### src/rtl/spi_len_master.sv
module spi_len_master #(
  parameter int DW = 32,
  parameter int HW = 7
) (
  input  logic                   clk,
  input  logic                   rst_n,
  input  logic                   start,
  input  logic [$clog2(DW)-1:0]  len_m1,
  input  logic [HW-1:0]          half_m1,
  input  logic                   cpol,
  input  logic                   cpha,
  input  logic                   three_wire,
  input  logic                   dir_tx,
  input  logic                   irq_en,
  input  logic [DW-1:0]          tx_data,
  output logic [DW-1:0]          rx_data,
  output logic                   done,
  output logic                   irq,
  output logic                   busy,
  output logic                   sck,
  output logic                   ss_n,
  output logic                   mosi,
  output logic                   mosi_oe,
  input  logic                   mosi_in,
  input  logic                   miso
);
  localparam int LW = $clog2(DW);

  typedef enum logic [1:0] {S_IDLE, S_RUN, S_TAIL} st_t;

  st_t           st;
  logic [HW-1:0] tmr, half_q;
  logic [LW:0]   ecnt;
  logic [LW-1:0] len_q;
  logic          pol_q, pha_q, tw_q, dir_q;
  logic          sck_r, dout, done_q;
  logic [DW-1:0] tx_sh, rx_sh, rx_q;

  logic [LW-1:0] sh_amt;
  logic [DW-1:0] aligned;
  assign sh_amt  = LW'(DW - 1) - len_m1;
  assign aligned = tx_data << sh_amt;

  logic tick, edge_ev, lead, smp, shf, last_edge, last_smp, din;
  assign tick      = (tmr == half_q);
  assign edge_ev   = (st == S_RUN) && tick;
  assign lead      = ~ecnt[0];
  assign smp       = edge_ev && (lead ^ pha_q);
  assign shf       = edge_ev && !(lead ^ pha_q);
  assign last_edge = (ecnt == {len_q, 1'b1});
  assign last_smp  = smp && (ecnt[LW:1] == len_q);
  assign din       = tw_q ? mosi_in : miso;

  always_ff @(posedge clk or negedge rst_n) begin
    if (!rst_n) begin
      st     <= S_IDLE;
      tmr    <= '0;
      half_q <= '0;
      ecnt   <= '0;
      len_q  <= '0;
      pol_q  <= 1'b0;
      pha_q  <= 1'b0;
      tw_q   <= 1'b0;
      dir_q  <= 1'b0;
      sck_r  <= 1'b0;
      dout   <= 1'b0;
      done_q <= 1'b0;
      tx_sh  <= '0;
      rx_sh  <= '0;
      rx_q   <= '0;
    end else begin
      case (st)
        S_IDLE: if (start) begin
          st     <= S_RUN;
          tmr    <= '0;
          ecnt   <= '0;
          len_q  <= len_m1;
          half_q <= half_m1;
          pol_q  <= cpol;
          pha_q  <= cpha;
          tw_q   <= three_wire;
          dir_q  <= dir_tx;
          sck_r  <= cpol;
          done_q <= 1'b0;
          rx_sh  <= '0;
          tx_sh  <= cpha ? aligned : (aligned << 1);
          dout   <= cpha ? 1'b0 : aligned[DW-1];
        end
        S_RUN: begin
          tmr <= tick ? '0 : tmr + 1'b1;
          if (tick) begin
            sck_r <= ~sck_r;
            ecnt  <= ecnt + 1'b1;
            if (last_edge) st <= S_TAIL;
          end
          if (shf) begin
            dout  <= tx_sh[DW-1];
            tx_sh <= tx_sh << 1;
          end
          if (smp) rx_sh <= {rx_sh[DW-2:0], din};
          if (last_smp) begin
            rx_q   <= {rx_sh[DW-2:0], din};
            done_q <= 1'b1;
          end
        end
        S_TAIL: begin
          tmr <= tick ? '0 : tmr + 1'b1;
          if (tick) st <= S_IDLE;
        end
        default: st <= S_IDLE;
      endcase
    end
  end

  assign busy    = (st != S_IDLE);
  assign ss_n    = ~busy;
  assign sck     = busy ? sck_r : cpol;
  assign mosi    = dout & (~tw_q | dir_q);
  assign mosi_oe = busy ? (~tw_q | dir_q) : ~three_wire;
  assign done    = done_q;
  assign irq     = done_q & irq_en;
  assign rx_data = rx_q;
endmodule


### config.mk
export PLATFORM = sky130hd
export DESIGN_NAME = spi_len_master
export DESIGN_NICKNAME = d
export VERILOG_FILES = /design/src/rtl/spi_len_master.sv
export SDC_FILE = /design/constraint.sdc
export NUM_CORES = 1
export LEC_CHECK = 0
export ABC_AREA = 1
export BUFFER_PORTS_ARGS = -buffer_cell sky130_fd_sc_hd__buf_4
export CORE_MARGIN = 2
export CORE_UTILIZATION = 40
export DETAILED_ROUTE_END_ITERATION = 7
export GPL_ROUTABILITY_DRIVEN = 0
export GPL_TIMING_DRIVEN = 1
export PLACE_DENSITY = 0.68
export SLEW_MARGIN = 20
export SYNTH_ARGS = -nofsm -noshare
export SYNTH_HDL_FRONTEND = slang
export SYNTH_SLANG_ARGS = --single-unit
### constraint.sdc
create_clock -name clk -period 2.6 [get_ports clk]
set_clock_uncertainty 0.2 [all_clocks]
set_input_delay 0.39 -clock clk [delete_from_list [all_inputs] [get_ports clk]]
set_output_delay 0.39 -clock clk [all_outputs]
set_load 0.03 [all_outputs]
# After elaboration in Yosys (flattened, before gate mapping)
# Cells that the tools add are included.
[op_classes]
shifts = 1
div = 0
n_reduce_logical = 18
n_addsub = 3
n_mux = 31
eq_ne = 12
multipliers = 0
n_bitwise = 9
order_cmp = 0
[ops]
columns = ["op", "n"]
rows = [
  ["two-way mux 32 bit", 3],
  ["one-hot mux 32 bit (2 select lines)", 1],
  ["two-way mux 31 bit", 2],
  ["one-hot mux 31 bit (2 select lines)", 1],
  ["left shift 32 x 5 -> 32 bit", 1],
  ["two-way mux 7 bit", 2],
  ["!= test 2 bit, second input constant", 7],
  ["one-hot mux 7 bit (2 select lines)", 1],
  ["two-way mux 6 bit", 2],
  ["one-hot mux 6 bit (2 select lines)", 1],
  ["AND reduction 3 bit", 4],
  ["two-way mux 1 bit", 10],
  ["two-way mux 2 bit", 4],
  ["adder 7 x 1 -> 7 bit, second input constant", 1],
  ["== test 7 bit", 1],
  ["adder 6 x 1 -> 6 bit, second input constant", 1],
  ["== test 6 bit", 1],
  ["one-hot mux 1 bit (2 select lines)", 3],
  ["one-hot mux 2 bit (3 select lines)", 1],
  ["AND reduction 2 bit", 3],
  ["nonzero test 2 bit", 3],
  ["== test 5 bit", 1],
  ["NOT 1 bit", 5],
  ["subtractor 5 bit, first input constant", 1],
  ["10 further kinds", 14],
]
[word_totals]
latchBits = 0
romBits = 0
register_bits = 128
n_memories = 0
ramBits = 0
wordCells = 88
in_bits = 54

# Logic depth before layout (Yosys ltp)
# Gate-level depths: netlist of run 1.
[depth]
ltp_word = 6
ltp_mapped = 13
mapped_depth_nobuf = 12

# Least setup slack after synthesis of run 1
# OpenSTA, ideal clock, no wires.
[synth_path]
kind = "flip-flop to output port"
from = "reg st[0]"
to = "out mosi_oe"
slack_ns = 0.158
required_time_ns = 2.010
path_buffers = 0
stages_incl_launch_ff = 5
t_arrival_ns = 1.852
cell_sequence = "dfrtp_1 inv_1 ha_1 inv_2 o21ai_0"
[synth_via]
elab_chain_cells = 2
[synth_lines]
columns = ["element", "line_no", "rtl"]
rows = [
  ["from (decl)", "31", "st_t st;"],
  ["from (signal assigned)", "56", "st <= S_IDLE;"],
  ["from (signal assigned)", "74", "st <= S_RUN;"],
  ["from (signal assigned)", "94", "if (last_edge) st <= S_TAIL;"],
  ["nonzero test 2 bit", "115", "assign busy = (st != S_IDLE);"],
  ["net busy", "19", "output logic busy,"],
  ["two-way mux 1 bit", "119", "assign mosi_oe = busy ? (~tw_q | dir_q) : ~three_wire;"],
  ["to (decl)", "23", "output logic mosi_oe,"],
]
# The timed path passes the listed nets, and every way through them passes these cells.

# Final worst setup path of run 1
[layout_path]
from = "reg st[0]"
to = "out mosi_oe"
[layout_via]
elab_chain_cells = 2
[layout_lines]
columns = ["element", "line_no"]
rows = [
  ["nonzero test 2 bit", "115"],
  ["two-way mux 1 bit", "119"],
]
# Every way passes these cells.

==> results of run 1 <==
-- critical path, cell delays in order (launching register included) --
cell     delay [ps]
dfrtp_1         400
inv_1            90
ha_1            300
inv_2           140
o21ai_0         230
buf_4           200
-- through the flow --
stage | total power, µW | utilization (%) | hold WS [ps]
4_1_cts | 8170 | 48.5 | 104
5_1_grt | 8740 | 48.6 | 135
3_3_place_gp | 5830 | 45.2 | 169
2_1_floorplan | 5060 | - | -106
3_5_place_dp | 5920 | 45.2 | 161
6_report | 8130 | 48.6 | 122
-- flip-flops by register name, indices dropped and copies added, names as in the netlist --
register	count
rx_sh	31
sck_r	1
ecnt	6
rx_data	32
dir_q	1
tx_sh	32
pha_q	1
done	1
dout	1
tmr	7
tw_q	1
st	2
len_q	5
half_q	7
-- area by class of cell --
cell class,count,share of cell area (%)
Clock buffer,19,4.69
Clock inverter,13,1.11
Inverter,54,2.14
Multi-Input combinational cell,893,44.2
Sequential cell,128,33.9
Tap cell,265,3.51
Timing Repair Buffer,127,10.5
-- cell usage in the layout, fill, tap and decap left out, drive strengths merged, types with 2 or more instances in the layout --
master       instances
a21boi              16
a21oi                8
buf                117
clkbuf              19
clkinv               8
clkinvlp             3
dfrtp              128
dlygate4sd3         10
ha                   5
inv                 56
nand2              420
nand3              266
nand4               37
nor2                55
nor3                 4
o21ai               40
o31ai                2
or2                 16
xnor2                8
xor2                 8
-- layer usage --
metal | vias up | share of wire, % | global-route usage, % | wire, µm
li1 | 3938 | - | - | -
met1 | 3770 | 47 | 29.1 | 10000
met2 | 214 | 47 | 34.3 | 9940
met3 | 22 | 4.3 | 3.39 | 905
met4 | 0 | 1.7 | 6.95 | 367
met5 | - | 0 | 0 | 0
-- Yosys cell counts, types with 7 or more instances --
cell type    n  area (µm²)
nand2_1    416        1560
dfrtp_1    128        3200
a21oi_1      8        40.0
or2_1       11        68.8
nand4_1     36         225
buf_4        7        52.6
inv_1       41         154
nor2_1      50         188
a21boi_1    10        75.1
o21ai_1      9        45.0
nand3_1    265        1330
clkbuf_1    28         105
buf_2       32         160
xnor2_1      8        70.1
inv_2       10        37.5
o21ai_0     29         145
xor2_1       8        70.1
-- how the worst max path moves through the flow --
stage	from	endpoint	slack, ps	cells past startpoint
final	st[0]	mosi_oe	230	5
after global routing	st[0]	tx_sh[13]	7	10
after CTS	st[0]	dout	100	9
after detailed placement	st[0]	dout	90	9
after global placement	st[0]	dout	230	9
after floorplan	st[0]	mosi_oe	160	4
-- kinds of logic (layout without fill, tap and decap cells) --
group	count (synthesis)	in the layout	share of synthesized area, %
AND/OR/NAND/NOR	800	800	44.4
buffers and inverters	129	213	7.22
flip-flops	128	128	40.4
AO/OA/AOI/OAI	71	71	5.31
XOR/XNOR	16	16	1.77
adder cells (fa/ha/maj)	5	5	0.788
multiplexers	1	1	0.126
-- power by group through the flow --
stage	combinational (µW)	sequential [µW]	clock [µW]
final	3170	2750	2210
after global routing	3600	2810	2330
after global placement	3060	2760	0
after CTS	3170	2750	2250
after floorplan	2370	2700	0
after detailed placement	3140	2770	0
-- repair_timing --
action,CTS,global route
endpoints found under the setup margin,0,13
gates resized for setup,0,1
hold buffers,10,0
hold endpoints to repair,39,0
==> qor.txt, run 1 <==
Post-route DRC - 0
Final ANT Viol Nets - 0
post-route worst setup slack - 225 ps
post-route insts no fill - 1499
crit start category - flop
PwrDens - 860 nW/µm²
setup_tns - 0 ps
row count - 51
register area share after synthesis - 40.4%
ys flop type - dfrtp_1
Total Routing Usage GR - 21.2%
worst setup path class - reg -> out
Worst Hold End - len_q[3]
Worst Reg-to-Reg Cells - 10
Post-Synthesis Cell Area - 7940 µm²
Clk pwr share - 27.2%
total die area - 21000 µm²
# fillers - 1974
DRT Wirelength - 21200 µm
Worst EP arrival - 1780 ps
wire per inst - 14.2 µm
io pins - 93
Placed Cells incl. Taps - 1457
status - finished clean
Clock Latency Late Sink - 430 ps
first-pass GRT wire length - 35900 µm
Initial Utilization - 40.8%
Final Hold Viols - 0
combinational power share - 39.0%
GR Overflow Total - 0
vias per inst - 5.30
initial antenna violation count - 0
Placement Setup Slack - 87.1 ps
layout cells sized above 1 - 14.3%
Final Critical Period - 2370 ps
vias in the first global route - 7397
fin crit share - 91.3%
Leak - 0.00496 µW
FMAX - 421 MHz
CTS root buf - clkbuf_16
worst slew pin tran - 817 ps
RSZ-0062 raised after global routing - no
RR Endpoint - tx_sh[14]
ANT cells - 0
worst r2r src - st[0]
Mapped Cells - 1150
Vias - 7944
Placement Cell Area - 8800 µm²
clk sinks - 128
hold_sp - len_m1[3]
Port Buffers - 92
Post-synth EDFFs - 0
HPWL after DPL - 14800 µm
footprint of the multi-input gates - 4180 µm²
TritonCTS clock tree - built
drt pass-1 iters - 5
post-route cell area - 9450 µm²
Post-CTS Setup Bufs - 0
worst vdd ir - 0.000520 V
Sw Ratio - 41.3%
Crit. End Element - output port
Post-synth ARST share - 100%
core area - 19500 µm²
Critical Path RT - 2010 ps
register area - 3200 µm²
largest net degree at the start of global routing - 45
H-Tree Depth - 4
Worst-path clk slew - 60 ps
TritonCTS Buffers - 17
Hold Path Class - in -> reg
Die Ht - 145 µm
Psw - 3360 µW
Max-Cap Viols - 0
depth of the worst hold-timing path - 3
area grow syn2layout - 19.1%
Rel. slew slack - 45.3%
initial DRC count - 778
Total Nets Final - 1280
syn nets - 1209
flop-to-flop setup slack - 290 ps
Slew Limit Fails - 0
CP Max Fanout - 7
Seq pwr share - 33.8%
synthesis warning total - 0
syn_area_per_cell - 6.90 µm²
cell-internal power - 4770 µW
die width - 145 µm
Yosys reg bits - 128
# setup viols final - 0
Longest Clk Path Bufs - 2
Netlist cell types - 39
(Power assumes the default switching activity.)
==> run 2: changes to the inputs <==
--- a/config.mk
+++ b/config.mk
@@ -5,7 +5,6 @@
 export SDC_FILE = /design/constraint.sdc
 export NUM_CORES = 1
 export LEC_CHECK = 0
-export ABC_AREA = 1
 export BUFFER_PORTS_ARGS = -buffer_cell sky130_fd_sc_hd__buf_4
 export CORE_MARGIN = 2
 export CORE_UTILIZATION = 40
==> run 2 against run 1 <==
Synthesized cell count decreased by 35%. Global-route usage shrank 3.3 points. Clock-buffer cell count decreased by 1. Largest cell class unchanged. Largest power group unchanged.
==> qor.txt, run 2 <==
register area - 3200 µm² (unchanged)
Max-Cap Viols - 0 (unchanged)
commonest non-fill, non-tap cells in the layout - dfrtp_1, buf_4, nand2_1, nor2_1, o21ai_0
fin crit share - 94.3% (+3.0 points)
Longest Clk Path Bufs - 2 (unchanged)
Final Critical Period - 2450 ps (+77.7 ps)
DRT Wirelength - 18600 µm (-12%)
row count - 51 (unchanged)
core area - 19700 µm² (+0.98%)
TritonCTS clock tree - built
met1 wire length - 8920 µm (-11%)
DR WL met2 - 8470 µm (-15%)
crit start category - flop
worst slew pin tran - 711 ps (-106 ps)
Die Ht - 146 µm (+0.86%)
register area share after synthesis - 39.6% (-0.71 points)
slowest CP cell - or3_4
Clock Latency Late Sink - 410 ps (-20 ps)
RSZ-0062 raised after global routing - no
Crit. End Element - flop
Critical Path RT - 2690 ps (+680 ps)
CTS root buf - clkbuf_16
Hold Path Class - in -> reg
syn_area_per_cell - 10.7 µm² (+55%)
layout cells sized above 1 - 30.1% (+16 points)
commonest cells in the netlist - dfrtp_1, nand2_1, nor2_1
Max Used Layer - met4
initial antenna violation count - 0 (unchanged)
Worst EP arrival - 2540 ps (+760 ps)
Post-Synthesis Cell Area - 8080 µm² (+1.8%)
ANT cells - 0 (unchanged)
# fillers - 1809 (-8.4%)
io pins - 93 (unchanged)
Pwr Total - 7990 µW (-1.7%)
most numerous cell in the Yosys netlist - dfrtp_1
Post-synth EDFFs - 0 (unchanged)
Critical Path Most Common Cell - or3_1
H-Tree Depth - 4 (unchanged)
GR Overflow Total - 0 (unchanged)
TritonCTS Buffers - 17 (unchanged)
Final Hold Viols - 0 (unchanged)
vias in the first global route - 6135 (-17%)
HPWL after DPL - 13300 µm (-10%)
Slew Limit Fails - 0 (unchanged)
Post-CTS Setup Bufs - 0 (unchanged)
Worst-path clk slew - 60 ps (about the same)
FMAX - 408 MHz (-3.2%)
Post-route DRC - 0 (unchanged)
die width - 146 µm (+0.86%)
Initial Utilization - 41.1% (+0.32 points)
worst vdd ir - 0.000489 V (-5.9%)
# setup viols final - 0 (unchanged)
footprint of the multi-input gates - 4410 µm² (+5.7%)
largest stage delay on the critical path - 370 ps (-30 ps)
clk sinks - 128 (unchanged)
family with the most delay on the worst path - simple AND/OR/NAND/NOR gates
Mapped Cells - 753 (-35%)
commonest non-fill, non-tap cell in the layout - dfrtp_1
Final ANT Viol Nets - 0 (unchanged)
syn nets - 812 (-33%)
Leak - 0.00427 µW (-14%)
largest cells by area after synthesis - dfrtp_1, mux2_2, mux2i_1, mux4_1, mux4_2
vias per inst - 5.50 (+3.7%)
initial DRC count - 471 (-39%)
WHS - 18.6 ps (-103 ps)
area grow syn2layout - 19.5%
Total Nets Final - 913 (-29%)
first-pass GRT wire length - 31600 µm (-12%)
crit path cell chain - inv_1 -> ha_2 -> nor2b_4 -> or3_4 -> or3_1 -> buf_4 -> or3_1 -> o21ai_0 -> a221oi_2
synthesis warning total - 0 (unchanged)
ys flop type - dfrtp_1
drt pass-1 iters - 5 (unchanged)
CP Max Fanout - 11 (+4)
Netlist cell types - 71 (+82%)
Post-synth ARST share - 100% (unchanged)
Vias - 6215 (-22%)
Finished Core Util - 49.1% (+0.55 points)
total die area - 21300 µm² (+1.7%)
Yosys reg bits - 128 (unchanged)
cell accounting for the most synthesized area - dfrtp_1
Rel. slew slack - 52.5% (+7.2 points)
worst setup path class - reg -> reg
Buf/Inv on CP - 2 (-1)
Port Buffers - 92 (unchanged)
PwrDens - 827 nW/µm² (-3.8%)
status - finished clean
top cell type's share of synthesized area - 39.6% (-0.71 points)
largest net degree at the start of global routing - 63 (+40%)
Total Routing Usage GR - 17.9% (-3.3 points)
met3 WL - 984 µm (+8.7%)
wire per inst - 16.5 µm (+16%)
run 2: changes by cell type after synthesis, moves of 25 or more:
cell,previous run,this run
mux2i_1,1,47
inv_1,41,9
nand4_1,36,3
o21ai_0,29,57
nand2_1,416,106
mux2_2,0,51
nand3_1,265,15
buf_2,32,7
run 2: routing by layer:
metal,track usage (%),vias to the layer above
met5,0,-
met4,5.29,0
met3,3.19,23
met2,27.3,211
met1,26.2,2995
li1,-,2986
run 2: area by class of cell:
type,count,area share (%)
Timing Repair Buffer,133,11.2
Multi-Input combinational cell,563,45.7
Clock buffer,18,4.55
Tap cell,265,3.43
Inverter,11,0.428
Sequential cell,128,33.2
Clock inverter,13,1.45
run 2: what timing repair did:
action / in CTS / in global routing
hold endpoints to repair: 29 / 0
setup endpoints to repair: 0 / 38
hold buffers: 2 / 0
gates resized for setup: 0 / 5
run 2: where the power goes:
group,switching [µW],internal (µW)
registers,357,2480
logic,1610,1240
clock network,877,1430
run 2: worst paths after layout:
path	startpoint	endpoint	slack [ps]	cells after the start
max reg2reg	st[0]	tx_sh[28]	150	9
min	half_m1[5]	half_q[5]	20	2
min reg2reg	rx_data[4]	rx_data[4]	280	1
max	st[0]	tx_sh[28]	150	9
min in group asynchronous	rst_n	rx_sh[30]	260	2
max in group asynchronous	rst_n	rx_sh[17]	1320	3
run 2: worst register-to-register path, cell delays in order (launching register included):
cell	delay, ps
dfrtp_1	350
inv_1	80
ha_2	190
nor2b_4	120
or3_4	370
or3_1	340
buf_4	200
or3_1	310
o21ai_0	120
a221oi_2	60
run 2: through the flow:
stage / instances / setup TNS [ps] / setup slack, ps / cell area [µm²]
6_report: 1131 / 0 / 147 / 9650
5_1_grt: 1131 / 0 / 32.0 / 9650
4_1_cts: 1131 / 0 / 123 / 9650
3_5_place_dp: 1098 / -73.4 / -35.9 / 9050
3_3_place_gp: 1098 / -6.68 / -6.68 / 9050
2_1_floorplan: 753 / 0 / 53.6 / 8080
run 2: cell families (layout without fill, tap and decap cells):
family,Yosys count,in the layout,synth area share (%)
adder cells (fa/ha/maj),5,5,0.774
flip-flops,128,128,39.6
buffers and inverters,62,175,5.81
XOR/XNOR,17,17,1.84
AND/OR/NAND/NOR,229,229,12.6
AO/OA/AOI/OAI,170,170,14.3
multiplexers,142,142,25.0
